`src/rtl/int_alu_pkg.sv`:
```
package int_alu_pkg;
  typedef enum logic [3:0] {
    OP_ADD  = 4'd0,
    OP_SUB  = 4'd1,
    OP_ADDU = 4'd2,
    OP_SUBU = 4'd3,
    OP_AND  = 4'd4,
    OP_OR   = 4'd5,
    OP_SLT  = 4'd6,
    OP_SLTU = 4'd7,
    OP_SLL  = 4'd8,
    OP_SRL  = 4'd9,
    OP_SRA  = 4'd10
  } alu_op_e;
endpackage

```
`src/rtl/int_alu_addsub.sv`:
```
module int_alu_addsub #(
  parameter int W = 32
) (
  input  logic [W-1:0] a,
  input  logic [W-1:0] b,
  input  logic         sub,
  output logic [W-1:0] sum,
  output logic         carry,
  output logic         ovf_raw
);
  logic [W-1:0] b_eff;
  logic [W:0]   full;

  assign b_eff = sub ? ~b : b;
  assign full  = {1'b0, a} + {1'b0, b_eff} + {{W{1'b0}}, sub};
  assign sum   = full[W-1:0];
  assign carry = full[W];
  // signed overflow: same-sign inputs to the adder, result of the other sign
  assign ovf_raw = (a[W-1] == b_eff[W-1]) && (sum[W-1] != a[W-1]);
endmodule

```
`src/rtl/int_alu_shift.sv`:
```
module int_alu_shift #(
  parameter int W   = 32,
  parameter int SHW = $clog2(W)
) (
  input  logic [W-1:0]   val,
  input  logic [SHW-1:0] amt,
  input  logic           left,
  input  logic           arith,
  output logic [W-1:0]   res
);
  logic [W-1:0] stg [0:SHW];
  logic [W-1:0] rev_in;
  logic [W-1:0] rev_out;
  logic         fill;

  assign fill = arith & ~left & val[W-1];

  // left shift = bit-reverse, right shift, bit-reverse
  for (genvar i = 0; i < W; i++) begin : g_rev
    assign rev_in[i]  = val[W-1-i];
    assign rev_out[i] = stg[SHW][W-1-i];
  end

  assign stg[0] = left ? rev_in : val;

  for (genvar k = 0; k < SHW; k++) begin : g_stage
    localparam int D = 1 << k;
    assign stg[k+1] = amt[k] ? {{D{fill}}, stg[k][W-1:D]} : stg[k];
  end

  assign res = left ? rev_out : stg[SHW];
endmodule

```
`src/rtl/int_alu.sv`:
```
module int_alu
  import int_alu_pkg::*;
#(
  parameter int W       = 32,
  parameter bit REG_OUT = 1'b1,
  localparam int SHW    = $clog2(W)
) (
  input  logic           clk,
  input  logic           rst_n,
  input  logic           en,
  input  logic [3:0]     op_sel,
  input  logic [W-1:0]   opnd_a,
  input  logic [W-1:0]   opnd_b,
  input  logic [SHW-1:0] shamt,
  output logic [W-1:0]   result,
  output logic           ovf
);
  alu_op_e      op;
  logic         use_sub;
  logic [W-1:0] sum;
  logic         carry;
  logic         ovf_raw;
  logic [W-1:0] sh_res;
  logic         lt_s;
  logic         lt_u;
  logic [W-1:0] res_d;
  logic         ovf_d;

  assign op = alu_op_e'(op_sel);

  assign use_sub = (op == OP_SUB) || (op == OP_SUBU) ||
                   (op == OP_SLT) || (op == OP_SLTU);

  int_alu_addsub #(.W(W)) u_addsub (
    .a       (opnd_a),
    .b       (opnd_b),
    .sub     (use_sub),
    .sum     (sum),
    .carry   (carry),
    .ovf_raw (ovf_raw)
  );

  int_alu_shift #(.W(W), .SHW(SHW)) u_shift (
    .val   (opnd_a),
    .amt   (shamt),
    .left  (op == OP_SLL),
    .arith (op == OP_SRA),
    .res   (sh_res)
  );

  // compares taken from the shared subtractor
  assign lt_s = sum[W-1] ^ ovf_raw;
  assign lt_u = ~carry;

  // next-state
  always_comb begin
    res_d = '0;
    ovf_d = 1'b0;
    case (op)
      OP_ADD, OP_SUB: begin
        res_d = sum;
        ovf_d = ovf_raw;
      end
      OP_ADDU, OP_SUBU: res_d = sum;
      OP_AND:           res_d = opnd_a & opnd_b;
      OP_OR:            res_d = opnd_a | opnd_b;
      OP_SLT:           res_d = {{(W-1){1'b0}}, lt_s};
      OP_SLTU:          res_d = {{(W-1){1'b0}}, lt_u};
      OP_SLL, OP_SRL, OP_SRA: res_d = sh_res;
      default: begin
        res_d = '0;
        ovf_d = 1'b0;
      end
    endcase
  end

  if (REG_OUT) begin : g_reg
    always_ff @(posedge clk or negedge rst_n) begin
      if (!rst_n) begin
        result <= '0;
        ovf    <= 1'b0;
      end else if (en) begin
        result <= res_d;
        ovf    <= ovf_d;
      end
    end
  end else begin : g_comb
    assign result = res_d;
    assign ovf    = ovf_d;
  end
endmodule

```
`config.mk`:
```
export PLATFORM = sky130hd
export DESIGN_NAME = int_alu
export DESIGN_NICKNAME = d
export VERILOG_FILES = /design/src/rtl/int_alu_pkg.sv /design/src/rtl/int_alu_addsub.sv /design/src/rtl/int_alu_shift.sv /design/src/rtl/int_alu.sv
export SDC_FILE = /design/constraint.sdc
export NUM_CORES = 1
export LEC_CHECK = 0
export BUFFER_PORTS_ARGS = -buffer_cell sky130_fd_sc_hd__buf_2
export CELL_PAD_IN_SITES_DETAIL_PLACEMENT = 1
export CELL_PAD_IN_SITES_GLOBAL_PLACEMENT = 1
export CORE_UTILIZATION = 40
export DETAILED_ROUTE_END_ITERATION = 10
export PLACE_DENSITY = 0.78
export SLEW_MARGIN = 0
export SYNTH_ARGS = -nofsm -noshare
export SYNTH_HDL_FRONTEND = slang
export SYNTH_SLANG_ARGS = --single-unit
export TNS_END_PERCENT = 50
```
`constraint.sdc`:
```
create_clock -name clk -period 1.2 [get_ports clk]
set_input_delay 0.06 -clock clk [delete_from_list [all_inputs] [get_ports clk]]
set_output_delay 0.06 -clock clk [all_outputs]
set_load 0.01 [all_outputs]
```
==> results.py, run 1 <==
metrics = {
    "clocking": {
        "cts.htree.levels": 2,
        "cts-root-buf": "clkbuf_16",
        "clock-sinks": 33,
        "cts_made_buffers": 5,
        "clockBufferDepth": 2,
    },
    "floorplan": {
        "rows": 48,
        "start_util_pct": 41.2,
        "io_pins": 109,
        "die_h_um": 136,
        "fp.dieW_um": 136,
    },
    "yosys": {
        "syn_inst": 913,
        "synth_area_leaders": "dfrtp_1 (12%), mux4_2 (10%), mux2i_1 (7.1%), ha_1 (6.1%), a21oi_1 (5.7%)",
        "yosys_warnings": 0,
        "synth_seq_area_share_pct": 11.5,
        "synth-main-ff-cell": "dfrtp_1",
        "ys_types": 70,
        "synth_edf_count": 0,
        "synth_seq_cells": 33,
        "synth.cells.most_frequent": "nand2_1 (88), a21oi_1 (81), nor2_1 (69)",
        "synth_top_area_share_pct": 11.5,
        "avgSynthCellArea_um2": 7.85,
        "synth.most_common_cell": "nand2_1",
        "yosys.area.top_type": "dfrtp_1",
        "syn_nets": 1025,
        "syn_area_mm2": 0.00717,
        "async_flop_share_pct": 100,
    },
    "grt": {
        "gr-total-overflow": 20,
        "grt_max_degree": 37,
        "grt_pass1_wl_um": 103000,
        "grt_pass1_vias": 14800,
        "track_usage_pct": 76.6,
    },
    "place": {
        "gp_congestion": 1.07,
        "hpwl_um": 37800,
        "portBuffers": 108,
        "placed_area_mm2": 0.0109,
    },
    "run_status": {
        "flow.stopped_at": "global routing (5_1_grt)",
        "status": "stopped before the end",
        "firstError": "[ERROR GRT-0116] Global routing finished with congestion. Check the congestion regions in the DRC Viewer.",
    },
}
[routing by layer]
layer,track usage (%),overflow
met1,77.1,0
met2,92.5,7
met3,61.0,0
met4,76.0,13
met5,35.3,0
[repair_timing]
item                                   in CTS
gates cloned                                1
resized for setup                         128
buffers inserted                           24
pin swaps                                  60
hold buffers                                1
endpoints found under the hold margin      15
setup endpoints to repair                  33
[through the flow]
step	util (%)	instances	setup WS [ns]	hold WS (ns)
CTS	68.4	1597	-1.93	0.259
global placement	62.4	1567	-2.17	0.0000176
floorplan	-	913	-1.95	-0.236
detailed placement	62.4	1567	-2.49	0.0110
[cells by family after synthesis]
| kind of cell | share of synthesized area [%] |
|---|---|
| buffers and inverters | 4.78 |
| flip-flops | 11.5 |
| AND/OR/NAND/NOR | 15.9 |
| XOR/XNOR | 6.72 |
| AO/OA/AOI/OAI | 34.7 |
| multiplexers | 20.0 |
| adder cells (fa/ha/maj) | 6.39 |
==> run 2: changes to the inputs <==
Settings changed: CELL_PAD_IN_SITES_DETAIL_PLACEMENT 1 to default, CELL_PAD_IN_SITES_GLOBAL_PLACEMENT 1 to default, CORE_UTILIZATION 40 to 30, PLACE_DENSITY 0.78 to default, PLACE_DENSITY_LB_ADDON from default to 0.15.
Clock period 1.2 ns to 1.6 ns, I/O delays scaled along.
==> run 2 against run 1 <==
  * The flow now finishes, with violations (negative setup slack)
  * Area after synthesis is the same
  * Synthesized cell count is the same
==> results.py, run 2 <==
metrics = {
    "floorplan": {
        "start_util_pct": 30.5,
        "fp.dieW_um": 157,
        "design.die.area_mm2": 0.0245,
        "io_pins": 109,
        "die_h_um": 157,
        "rows": 56,
        "fp.coreArea_mm2": 0.0235,
    },
    "yosys": {
        "synth_seq_cells": 33,
        "synth_seq_area_share_pct": 11.5,
        "syn_area_mm2": 0.00717,
        "syn_nets": 1025,
        "synth-main-ff-cell": "dfrtp_1",
        "synth_edf_count": 0,
        "avgSynthCellArea_um2": 7.85,
        "ys_types": 70,
        "synth_area_leaders": "dfrtp_1 (12%), mux4_2 (10%), mux2i_1 (7.1%), ha_1 (6.1%), a21oi_1 (5.7%)",
        "synth.most_common_cell": "nand2_1",
        "async_flop_share_pct": 100,
        "synth_top_area_share_pct": 11.5,
        "synth.cells.most_frequent": "nand2_1 (88), a21oi_1 (81), nor2_1 (69)",
        "syn_inst": 913,
        "yosys.area.top_type": "dfrtp_1",
        "yosys_warnings": 0,
    },
    "min_path": {
        "hp-class": "in -> reg",
        "hold_depth": 3,
    },
    "critical_path": {
        "regToRegEndpoint": "result[0]$_DFFE_PN0P_",
        "crit_path_start_kind": "input pin",
        "path_max_fanout": 5,
        "cp.arrival_ns": 3.31,
        "end_kind": "flop",
        "critPathCapture": "result[9]$_DFFE_PN0P_",
        "reg2reg_slack_ns": 0.12,
        "critPathLaunch": "op_sel[2]",
        "reg2reg_depth": 4,
        "critPathKind": "in -> reg",
        "worst_ep_required_time_ns": 1.76,
        "regToRegStartpoint": "result[0]$_DFFE_PN0P_",
    },
    "clocking": {
        "tritoncts": "yes",
        "clockBufferDepth": 2,
        "clock-sinks": 33,
        "cts_made_buffers": 5,
        "cts-root-buf": "clkbuf_16",
        "clock_latency_ns": 0.28,
        "path_clk_slew_ns": 0.06,
        "cts.htree.levels": 2,
    },
    "finish": {
        "mostFrequentLayoutCells": "buf_4 (361), buf_2 (105), nand2_1 (85), nor2_1 (64), a21oi_1 (59)",
        "antennaDiodeCount": 0,
        "largestRegisters": "result: 32 flops, ovf: 1 flops",
        "largest_register_ffs": 32,
        "drive_above_1_share_pct": 50.1,
        "mostFrequentLayoutCell": "buf_4",
        "areaGrowthSynthToFinish_pct": 67.8,
        "regMostFlops": "result",
        "fin_area_mm2": 0.0120,
        "fin_cells": 1679,
        "finalNetCount": 1471,
    },
    "run_status": {
        "violations": "negative setup slack",
        "status": "complete, but fails checks",
    },
    "grt": {
        "grt_max_degree": 34,
        "grt_pass1_vias": 9185,
        "gr-total-overflow": 0,
        "track_usage_pct": 30.1,
        "grt_pass1_wl_um": 54600,
        "grt_antenna_before_repair": 0,
    },
    "sta": {
        "clock_skew_ns": 0,
        "fmax_mhz": 318,
        "rsz0062_at_grt": "true",
        "hold_ws_ns": 0.244,
        "hold_violations": 0,
        "finalCriticalPeriod_ns": 3.15,
        "slew_headroom_pct": 47.8,
        "drv_slew": 0,
        "worst_pin_slew_ns": 0.783,
        "setup_viol": 33,
        "setup-tns-final_ns": -40.87,
        "fin_ws_ns": -1.55,
        "fin_crit_sh_pct": 197,
    },
    "place": {
        "gp_congestion": 0.983,
        "dp_cells": 1640,
        "hpwl_um": 30600,
        "portBuffers": 108,
        "placed_area_mm2": 0.0108,
    },
    "power_and_ir_drop": {
        "leakage_nw": 5.68,
        "total_power_mw": 7.32,
        "vdd_drop_max_mv": 0.365,
        "p_seq_share_pct": 13.7,
        "powerDensity_mw_per_mm2": 609,
        "combPwrFrac_pct": 70.0,
        "p_int_mw": 4.20,
        "power.share.clock_pct": 16.3,
        "p_switching_mw": 3.12,
        "p_sw_share_pct": 42.6,
    },
    "drt": {
        "vias": 9680,
        "routedWlPerCell_um": 22.2,
        "drt_iter0_drc": 971,
        "avgViaCountPerCell": 5.77,
        "wirelength_um": 37300,
        "detail_route.first_pass.iterations": 7,
        "detail-route-antenna-nets": 0,
        "drc": 0,
    },
    "flow_run": {
        "max_cap_violations": 0,
    },
}
==> run 2: cell counts after synthesis <==
Identical to the previous run, type by type.
==> run 2: through the flow <==
stage	setup WS [ns]	utilization [%]
6_report	-1.55	51.2
2_1_floorplan	-1.57	-
3_5_place_dp	-1.89	46.0
4_1_cts	-1.45	50.1
5_1_grt	-1.58	51.2
3_3_place_gp	-1.95	46.0
==> run 2: worst min path at each step <==
stage | slack [ns] | startpoint | endpoint
2_1_floorplan | -0.22 | rst_n | ovf$_DFFE_PN0P_
3_3_place_gp | 0.15 | rst_n | result[4]$_DFFE_PN0P_
3_5_place_dp | 0.14 | rst_n | result[4]$_DFFE_PN0P_
4_1_cts | 0.24 | en | result[19]$_DFFE_PN0P_
5_1_grt | 0.29 | en | result[24]$_DFFE_PN0P_
6_report | 0.24 | en | result[19]$_DFFE_PN0P_
==> run 2: worst max-delay path, cell delays in order <==
cell	delay, ns
buf_8	0.11
mux2i_4	0.19
nor2_4	0.18
buf_12	0.16
xor2_2	0.16
buf_4	0.14
ha_4	0.20
a31oi_4	0.15
nor2b_4	0.07
o31ai_4	0.24
buf_4	0.16
nand2_2	0.05
xor2_1	0.19
a222oi_1	0.67
buf_4	0.23
o22ai_2	0.06
a211o_1	0.27
==> run 2: area by class of cell <==
class	count	area, um^2
fill	2275	11400
multi-input combinational	797	6760
timing repair buffer	506	3810
sequential	33	826
tap	319	399
clock buffer	7	143
inverter	16	60.1
clock inverter	1	30.0
==> run 2: logic make-up (layout without fill, tap and decap cells) <==
family	after synthesis	count (layout)	share of synthesized area, %
AO/OA/AOI/OAI	361	361	34.7
AND/OR/NAND/NOR	248	248	15.9
multiplexers	97	97	20.0
buffers and inverters	83	530	4.78
XOR/XNOR	55	55	6.72
adder cells (fa/ha/maj)	36	36	6.39
flip-flops	33	33	11.5
==> run 2: metal layers <==
metal / track usage [%] / vias up / share of wire, %
met4: 11.2 / 0 / 3.7
met3: 4.38 / 59 / 6.8
met5: 0 / - / 0
met1: 41.5 / 4719 / 45
met2: 47.1 / 412 / 45
li1: - / 4490 / -
==> run 2: power groups by stage <==
stage / Clock, mW / Sequential (mW) / Combinational (mW)
floorplan: 0 / 1.05 / 2.07
global route: 1.23 / 1.01 / 5.43
CTS: 1.18 / 1.00 / 4.82
finish: 1.19 / 1.01 / 5.12
global placement: 0 / 1.02 / 4.35
detailed placement: 0 / 1.02 / 4.35
==> run 2: timing repair <==
item / in CTS / in global routing
pin swaps: 62 / 57
hold endpoints to repair: 33 / 0
hold buffers: 1 / 0
endpoints found under the setup margin: 33 / 33
setup buffers: 27 / 8
cloned: 1 / 0
gates resized for setup: 123 / 47
(Power assumes the default switching activity.)
